### src/rtl/tgrp_pkg.sv
package tgrp_pkg;
  localparam int NT     = 2;
  localparam int CW     = 64;
  localparam int DW     = 32;
  localparam int PW     = 16;
  localparam int AW     = 5;
  localparam int NSRC   = NT + 1;
  localparam int NREG   = 8;

  localparam logic [2:0] OFF_CTRL = 3'd0;
  localparam logic [2:0] OFF_DIV  = 3'd1;
  localparam logic [2:0] OFF_ALO  = 3'd2;
  localparam logic [2:0] OFF_AHI  = 3'd3;
  localparam logic [2:0] OFF_RLO  = 3'd4;
  localparam logic [2:0] OFF_RHI  = 3'd5;
  localparam logic [2:0] OFF_CMD  = 3'd6;
  localparam logic [2:0] OFF_SHI  = 3'd7;

  localparam logic [1:0] G_EN  = 2'd0;
  localparam logic [1:0] G_RAW = 2'd1;
  localparam logic [1:0] G_CLR = 2'd2;
  localparam logic [1:0] G_ST  = 2'd3;

  typedef struct packed {
    logic aen;
    logic ar;
    logic up;
    logic run;
  } ctrl_t;

  // Terminal value of the prescale phase counter for a divide field.
  function automatic logic [PW-1:0] div_limit(input logic [PW-1:0] f);
    if (f == '0)                 return '1;
    else if (f == {{(PW-1){1'b0}}, 1'b1}) return {{(PW-1){1'b0}}, 1'b1};
    else                         return f - 1'b1;
  endfunction

  function automatic logic [CW-1:0] count_step(input logic [CW-1:0] c, input logic up);
    return up ? c + 1'b1 : c - 1'b1;
  endfunction
endpackage

### src/rtl/tgrp_presc.sv
module tgrp_presc
  import tgrp_pkg::*;
(
  input  logic          clk,
  input  logic          rst_n,
  input  logic          run,
  input  logic          restart,
  input  logic [PW-1:0] field,
  output logic          tick
);
  logic [PW-1:0] phase_q;
  logic [PW-1:0] lim;

  assign lim  = div_limit(field);
  assign tick = run && (phase_q == lim);

  always_ff @(posedge clk) begin
    if (!rst_n)       phase_q <= '0;
    else if (restart) phase_q <= '0;
    else if (run)     phase_q <= (phase_q == lim) ? '0 : phase_q + 1'b1;
  end
endmodule

### src/rtl/tgrp_chan.sv
module tgrp_chan
  import tgrp_pkg::*;
(
  input  logic            clk,
  input  logic            rst_n,
  input  logic [NREG-1:0] wr_sel,
  input  logic [DW-1:0]   wdata,
  output ctrl_t           ctrl_o,
  output logic [PW-1:0]   div_o,
  output logic [CW-1:0]   alarm_o,
  output logic [CW-1:0]   reload_o,
  output logic [CW-1:0]   cnt_o,
  output logic [CW-1:0]   snap_o,
  output logic            tick_o,
  output logic            hit_o,
  output logic            load_o
);
  ctrl_t         ctrl_q;
  logic [PW-1:0] div_q;
  logic [CW-1:0] alarm_q, reload_q, cnt_q, snap_q;
  logic          latch, tick;

  assign load_o = wr_sel[OFF_CMD] && wdata[1];
  assign latch  = wr_sel[OFF_CMD] && wdata[0];
  assign hit_o  = ctrl_q.aen && (cnt_q == alarm_q);

  tgrp_presc u_presc (
    .clk     (clk),
    .rst_n   (rst_n),
    .run     (ctrl_q.run),
    .restart (wr_sel[OFF_DIV]),
    .field   (div_q),
    .tick    (tick)
  );

  always_ff @(posedge clk) begin
    if (!rst_n) begin
      ctrl_q   <= '0;
      div_q    <= PW'(2);
      alarm_q  <= '0;
      reload_q <= '0;
    end else begin
      if (wr_sel[OFF_CTRL])  ctrl_q <= ctrl_t'(wdata[3:0]);
      else if (hit_o)        ctrl_q.aen <= 1'b0;
      if (wr_sel[OFF_DIV])   div_q <= wdata[PW-1:0];
      if (wr_sel[OFF_ALO])   alarm_q[DW-1:0]   <= wdata;
      if (wr_sel[OFF_AHI])   alarm_q[CW-1:DW]  <= wdata;
      if (wr_sel[OFF_RLO])   reload_q[DW-1:0]  <= wdata;
      if (wr_sel[OFF_RHI])   reload_q[CW-1:DW] <= wdata;
    end
  end

  always_ff @(posedge clk) begin
    if (!rst_n)                    cnt_q <= '0;
    else if (load_o)               cnt_q <= reload_q;
    else if (hit_o && ctrl_q.ar)   cnt_q <= reload_q;
    else if (tick)                 cnt_q <= count_step(cnt_q, ctrl_q.up);
  end

  always_ff @(posedge clk) begin
    if (!rst_n)     snap_q <= '0;
    else if (latch) snap_q <= cnt_q;
  end

  assign ctrl_o   = ctrl_q;
  assign div_o    = div_q;
  assign alarm_o  = alarm_q;
  assign reload_o = reload_q;
  assign cnt_o    = cnt_q;
  assign snap_o   = snap_q;
  assign tick_o   = tick;
endmodule

### src/rtl/tgrp_irq.sv
module tgrp_irq
  import tgrp_pkg::*;
(
  input  logic            clk,
  input  logic            rst_n,
  input  logic [NSRC-1:0] set,
  input  logic            en_wr,
  input  logic            clr_wr,
  input  logic [NSRC-1:0] wbits,
  output logic [NSRC-1:0] en_o,
  output logic [NSRC-1:0] raw_o,
  output logic            irq
);
  logic [NSRC-1:0] en_q, raw_q, clr;

  assign clr = clr_wr ? wbits : '0;

  always_ff @(posedge clk) begin
    if (!rst_n) begin
      en_q  <= '0;
      raw_q <= '0;
    end else begin
      if (en_wr) en_q <= wbits;
      raw_q <= (raw_q & ~clr) | set;
    end
  end

  assign irq   = |(raw_q & en_q);
  assign en_o  = en_q;
  assign raw_o = raw_q;
endmodule

### src/rtl/tgrp_top.sv
module tgrp_top
  import tgrp_pkg::*;
(
  input  logic          clk,
  input  logic          rst_n,
  input  logic          bus_we,
  input  logic [AW-1:0] bus_addr,
  input  logic [DW-1:0] bus_wdata,
  output logic [DW-1:0] bus_rdata,
  input  logic          wdt_evt,
  output logic          irq_out
);
  logic            is_grp;
  logic [2:0]      off;
  logic [1:0]      goff;

  ctrl_t           ctrl_w   [NT];
  logic [PW-1:0]   div_w    [NT];
  logic [CW-1:0]   alarm_w  [NT];
  logic [NT-1:0][CW-1:0] cnt_w, rld_w, snap_w;
  logic [NT-1:0]   tick_w, hit_w, load_w, ctrl_wr_w;
  logic [NT-1:0]   run_w, up_w, ar_w, aen_w;
  logic [NSRC-1:0] en_w, raw_w;

  assign is_grp = bus_addr[4];
  assign off    = bus_addr[2:0];
  assign goff   = bus_addr[1:0];

  for (genvar t = 0; t < NT; t++) begin : g_chan
    logic [NREG-1:0] sel;
    assign sel = (bus_we && !is_grp && (int'(bus_addr[3]) == t)) ? (NREG'(1) << off) : '0;
    assign ctrl_wr_w[t] = sel[OFF_CTRL];

    tgrp_chan u_chan (
      .clk      (clk),
      .rst_n    (rst_n),
      .wr_sel   (sel),
      .wdata    (bus_wdata),
      .ctrl_o   (ctrl_w[t]),
      .div_o    (div_w[t]),
      .alarm_o  (alarm_w[t]),
      .reload_o (rld_w[t]),
      .cnt_o    (cnt_w[t]),
      .snap_o   (snap_w[t]),
      .tick_o   (tick_w[t]),
      .hit_o    (hit_w[t]),
      .load_o   (load_w[t])
    );

    assign run_w[t] = ctrl_w[t].run;
    assign up_w[t]  = ctrl_w[t].up;
    assign ar_w[t]  = ctrl_w[t].ar;
    assign aen_w[t] = ctrl_w[t].aen;
  end

  tgrp_irq u_irq (
    .clk    (clk),
    .rst_n  (rst_n),
    .set    ({wdt_evt, hit_w}),
    .en_wr  (bus_we && is_grp && goff == G_EN),
    .clr_wr (bus_we && is_grp && goff == G_CLR),
    .wbits  (bus_wdata[NSRC-1:0]),
    .en_o   (en_w),
    .raw_o  (raw_w),
    .irq    (irq_out)
  );

  always_comb begin
    int ti;
    ti = int'(bus_addr[3]);
    bus_rdata = '0;
    if (is_grp) begin
      case (goff)
        G_EN:    bus_rdata = DW'(en_w);
        G_RAW:   bus_rdata = DW'(raw_w);
        G_ST:    bus_rdata = DW'(raw_w & en_w);
        default: bus_rdata = '0;
      endcase
    end else begin
      case (off)
        OFF_CTRL: bus_rdata = DW'(ctrl_w[ti]);
        OFF_DIV:  bus_rdata = DW'(div_w[ti]);
        OFF_ALO:  bus_rdata = alarm_w[ti][DW-1:0];
        OFF_AHI:  bus_rdata = alarm_w[ti][CW-1:DW];
        OFF_RLO:  bus_rdata = rld_w[ti][DW-1:0];
        OFF_RHI:  bus_rdata = rld_w[ti][CW-1:DW];
        OFF_CMD:  bus_rdata = snap_w[ti][DW-1:0];
        default:  bus_rdata = snap_w[ti][CW-1:DW];
      endcase
    end
  end
endmodule

### config.mk
export PLATFORM = sky130hd
export DESIGN_NAME = tgrp_top
export DESIGN_NICKNAME = d
export VERILOG_FILES = /design/src/rtl/tgrp_pkg.sv /design/src/rtl/tgrp_presc.sv /design/src/rtl/tgrp_chan.sv /design/src/rtl/tgrp_irq.sv /design/src/rtl/tgrp_top.sv
export SDC_FILE = /design/constraint.sdc
export NUM_CORES = 2
export LEC_CHECK = 0
export BUFFER_PORTS_ARGS = -buffer_cell sky130_fd_sc_hd__buf_2
export CORE_UTILIZATION = 41
export DETAILED_ROUTE_END_ITERATION = 10
export PLACE_DENSITY_LB_ADDON = 0.12
export SLEW_MARGIN = 0
export SYNTH_ARGS = -nofsm -noshare
export SYNTH_HDL_FRONTEND = slang
export SYNTH_SLANG_ARGS = --single-unit
### constraint.sdc
create_clock -name clk -period 12 [get_ports clk]
set_input_delay 2.4 -clock clk [delete_from_list [all_inputs] [get_ports clk]]
set_output_delay 2.4 -clock clk [all_outputs]
set_load 0.05 [all_outputs]
==> flow_summary_export.csv <==
group,metric,value,unit
outcome,status,"finished, final reports clean",
setup_path,crit_buf_inv,3,
global_routing,grt_pass1_wl,218000,um
final_layout,area_delta_synth_final,8.85,%
setup_path,start_kind,"input pin",
setup_path,critPathRequiredTime,9.60,ns
setup_path,worstSetupPathType,"input pin to output pin",
pwr,p_seq_share,42.7,%
pwr,switching_power,1.25,mW
setup_path,cp.arrival,6.72,ns
global_routing,antenna_found_initial,3,
yosys,synth_fa_ha_area_share,4.72,%
clock_network,clkSinkCount,590,
setup_path,rr_startpoint,"g_chan[1].u_chan.div_o[4]$_SDFFE_PN0P_",
timing,fin_skew,0.0333,ns
routing,dr.pass1.iters,5,
timing,setup_violations,0,
routing,drt-total-wl,150000,um
clock_network,cts_hold_buf,0,
worst_hold_path,min_to,"g_chan[0].u_chan.snap_o[31]$_SDFFE_PN0P_",
final_layout,antenna_cells,0,
yosys,synth_top_cell_by_area,"dfxtp_1",
routing,routedWlPerCell,25.8,um
timing,tightest_slew,1.27,ns
yosys,synth_fp_nets,4939,
pwr,ir_drop,100,uV
yosys,ys_types,90,
setup_path,path_cells,"buf_2 -> inv_1 -> nor2_1 -> nand2_1 -> o22ai_1 -> nor3_1 -> a211oi_1 -> buf_2",
floorplanning,start_util,41.4,%
placement,gp_congestion,0.954,
timing,min_period_over_period,76.0,%
final_layout,nets,4780,
pwr,combPwrFrac,10.5,%
timing,layout_min_cycle_time,9.12,ns
clock_network,cts_buffers,71,
routing,routed_via_density,6.03,
setup_path,cp_slowest_cell,"a211oi_1",
floorplanning,fp.dieW,298,um
setup_path,reg2reg_slack,6.58,ns
worst_hold_path,hp-start,"g_chan[0].u_chan.snap_o[31]$_SDFFE_PN0P_",
timing,hold_violations,0,
clock_network,clk_path_buf_depth,3,
clock_network,cts_tree,"yes",
clock_network,cts.clk_slew.worst_paths,0.06,ns
floorplanning,die-height,298,um
final_layout,final_cell_mix,"nand2_1, a21oi_1, dfxtp_1",
floorplanning,dieArea,0.0886,mm2
yosys,synth_ff_type,"dfxtp_1",
worst_hold_path,min_path_type,"register to register",
yosys,synth_seq_cells,590,
yosys,syn_area_per_cell,7.52,um2
global_routing,grt_usage,32.7,%
setup_path,r2r_end,"g_chan[1].u_chan.cnt_o[42]$_SDFFE_PN0P_",
yosys,synth_top_area_share,33.0,%
timing,slew_viol_final,0,
worst_hold_path,worst_hold_path.num_cells,2,
pwr,clock_power_share,46.9,%
global_routing,grt_pass1_vias,32100,
clock_network,insertion_delay,0.63,ns
setup_path,path_delay_family,"simple AND/OR/NAND/NOR gates",
floorplanning,coreArea,0.0866,mm2
run,drv_cap,0,
clock_network,ctsHtreeMaxLevel,3,
routing,dr.first_iter.drc_count,3970,
placement,hpwlAfterDp,111000,um
yosys,seq_area_frac_synth,33.0,%
final_layout,design_area,0.0390,mm2
setup_path,max_stage_delay,1.00,ns
floorplanning,pin_count,74,
pwr,power_density,120,mW/mm2
yosys,synth_area_leaders,"dfxtp_1, nand2_1, a21oi_1, mux2i_1, ha_1",
global_routing,grt_start_max_net_pins,118,
yosys,syn_area,0.0358,mm2
global_routing,overflow,0,
yosys,synth_xor_xnor_area_share,6.72,%
yosys,ys_warn_count,0,
final_layout,final_common_cell,"nand2_1",
yosys,synth_top_family_by_area,"compound AO/OA/AOI/OAI gates",
clock_network,root_buffer,"clkbuf_16",
yosys,synth_compound_area_share,23.2,%
clock_network,ctsResizeCount,0,
pwr,switching_share,26.8,%
placement,port_buffers,73,
final_layout,drive_above_1_share,6.94,%
timing,rsz0062_at_grt,"no",
yosys,async_reset_ff_share,0,%
setup_path,worstPathMaxFanout,24,
clock_network,post_cts_buffers,0,
routing,ant_nets,0,
yosys,syn_inst,4764,
routing,vias,35100,
pwr,leakagePower,15.2,nW
yosys,synthMuxAreaShare,6.63,%
floorplanning,rows,108,
pwr,p_int,3.42,mW
placement,dpl_cell_area,0.0367,mm2
routing,drcViolationCount,0,
setup_path,rr_worst_depth,11,
timing,tns,0,ns
timing,max_freq,110,MHz
timing,relSlewSlack,14.9,%
setup_path,cp-end-kind,"output pin",
yosys,synth_edf_count,0,
setup_path,cp_common_cell,"buf_2",
yosys,synth_simple_gate_area_share,20.7,%
[area by class of cell]
type	count	area (um2)
fillers	8825	47600
multi-input cells	3731	22300
flip-flops and latches	590	11800
clock buffers	106	2120
well taps	1155	1450
repair buffers	130	802
inverters	81	312
clock inverters	19	205
[cells by family (layout without fill, tap and decap cells)]
| logic type | after synthesis | in the layout |
|---|---|---|
| adder cells (fa/ha/maj) | 134 | 134 |
| AND/OR/NAND/NOR | 1711 | 1711 |
| XOR/XNOR | 275 | 275 |
| multiplexers | 234 | 234 |
| flip-flops | 590 | 590 |
| buffers and inverters | 443 | 336 |
| AO/OA/AOI/OAI | 1377 | 1377 |
[routing by layer]
layer	track usage [%]	vias to the layer above	part of all wire (%)
met1	45.2	16800	44
met2	51.2	1452	45
met5	0	-	0.023
li1	-	16500	-
met3	5.05	262	7.4
met4	12.3	4	4.1
[Yosys cell counts, drive strengths merged (6+ instances only)]
| library cell | n |
|---|---|
| nor2b | 16 |
| or4 | 15 |
| o21bai | 31 |
| o31ai | 17 |
| xor2 | 115 |
| o21ai | 179 |
| a211oi | 67 |
| or3 | 15 |
| nor4 | 38 |
| and3 | 34 |
| nand2 | 1093 |
| o2bb2ai | 7 |
| clkbuf | 304 |
| a221oi | 28 |
| nand4 | 73 |
| xnor2 | 160 |
| o22ai | 64 |
| a221o | 6 |
| buf | 58 |
| ha | 132 |
| a21o | 85 |
| a21boi | 8 |
| a21oi | 670 |
| nor3 | 67 |
| nor3b | 7 |
| nand3b | 6 |
| a41oi | 6 |
| o21a | 11 |
| a22oi | 51 |
| dfxtp | 590 |
| o211ai | 22 |
| nand3 | 64 |
| a31oi | 40 |
| inv | 81 |
| nor2 | 232 |
| mux2 | 18 |
| o221ai | 9 |
| nand2b | 10 |
| and2 | 12 |
| or2 | 8 |
| a311oi | 28 |
| mux2i | 215 |
[flip-flops by register name (all words and copies together) (netlist names)]
name and cells:
g_chan.u_chan.alarm_o 128, g_chan.u_chan.cnt_o 128, g_chan.u_chan.ctrl_o 8, g_chan.u_chan.div_o 32
g_chan.u_chan.reload_o 128, g_chan.u_chan.snap_o 128, g_chan.u_chan.u_presc.phase_q 32, u_irq.en_o 3
u_irq.raw_o 3
[tightest hold or removal path, cell delays in order (launching register included)]
cell and delay (ns):
dfxtp_1 0.31, nand2_1 0.05, a21oi_1 0.05
[through the flow]
step / utilization, % / setup slack (ns) / hold slack (ns) / cells / power, mW
finish: 45.0 / 2.88 / 0.455 / 5812 / 4.66
global route: 45.0 / 2.96 / 0.469 / 5812 / 4.79
CTS: 45.0 / 3.29 / 0.454 / 5812 / 4.67
detailed placement: 42.4 / 3.29 / 0.448 / 5687 / 2.50
global placement: 42.4 / 3.33 / 0.442 / 5687 / 2.51
floorplan: - / 4.30 / 0.433 / 4764 / 2.35
[worst max-delay path by stage]
stage	from	end	slack (ns)	depth (start not counted)
6_report	bus_addr[0]	bus_rdata[31]	2.88	8
4_1_cts	bus_addr[0]	bus_rdata[31]	3.29	8
3_5_place_dp	bus_addr[0]	bus_rdata[31]	3.29	8
3_3_place_gp	bus_addr[0]	bus_rdata[31]	3.33	8
5_1_grt	bus_addr[0]	bus_rdata[31]	2.96	8
2_1_floorplan	bus_addr[1]	bus_rdata[8]	4.30	8
[power groups by stage]
stage	clock, mW	sequential, mW	combinational (mW)
floorplan	0	2.02	0.331
global placement	0	2.03	0.474
detailed placement	0	2.03	0.471
CTS	2.21	1.99	0.474
global route	2.29	1.99	0.516
finish	2.19	1.99	0.488
Power figures use the tool's default switching activity.
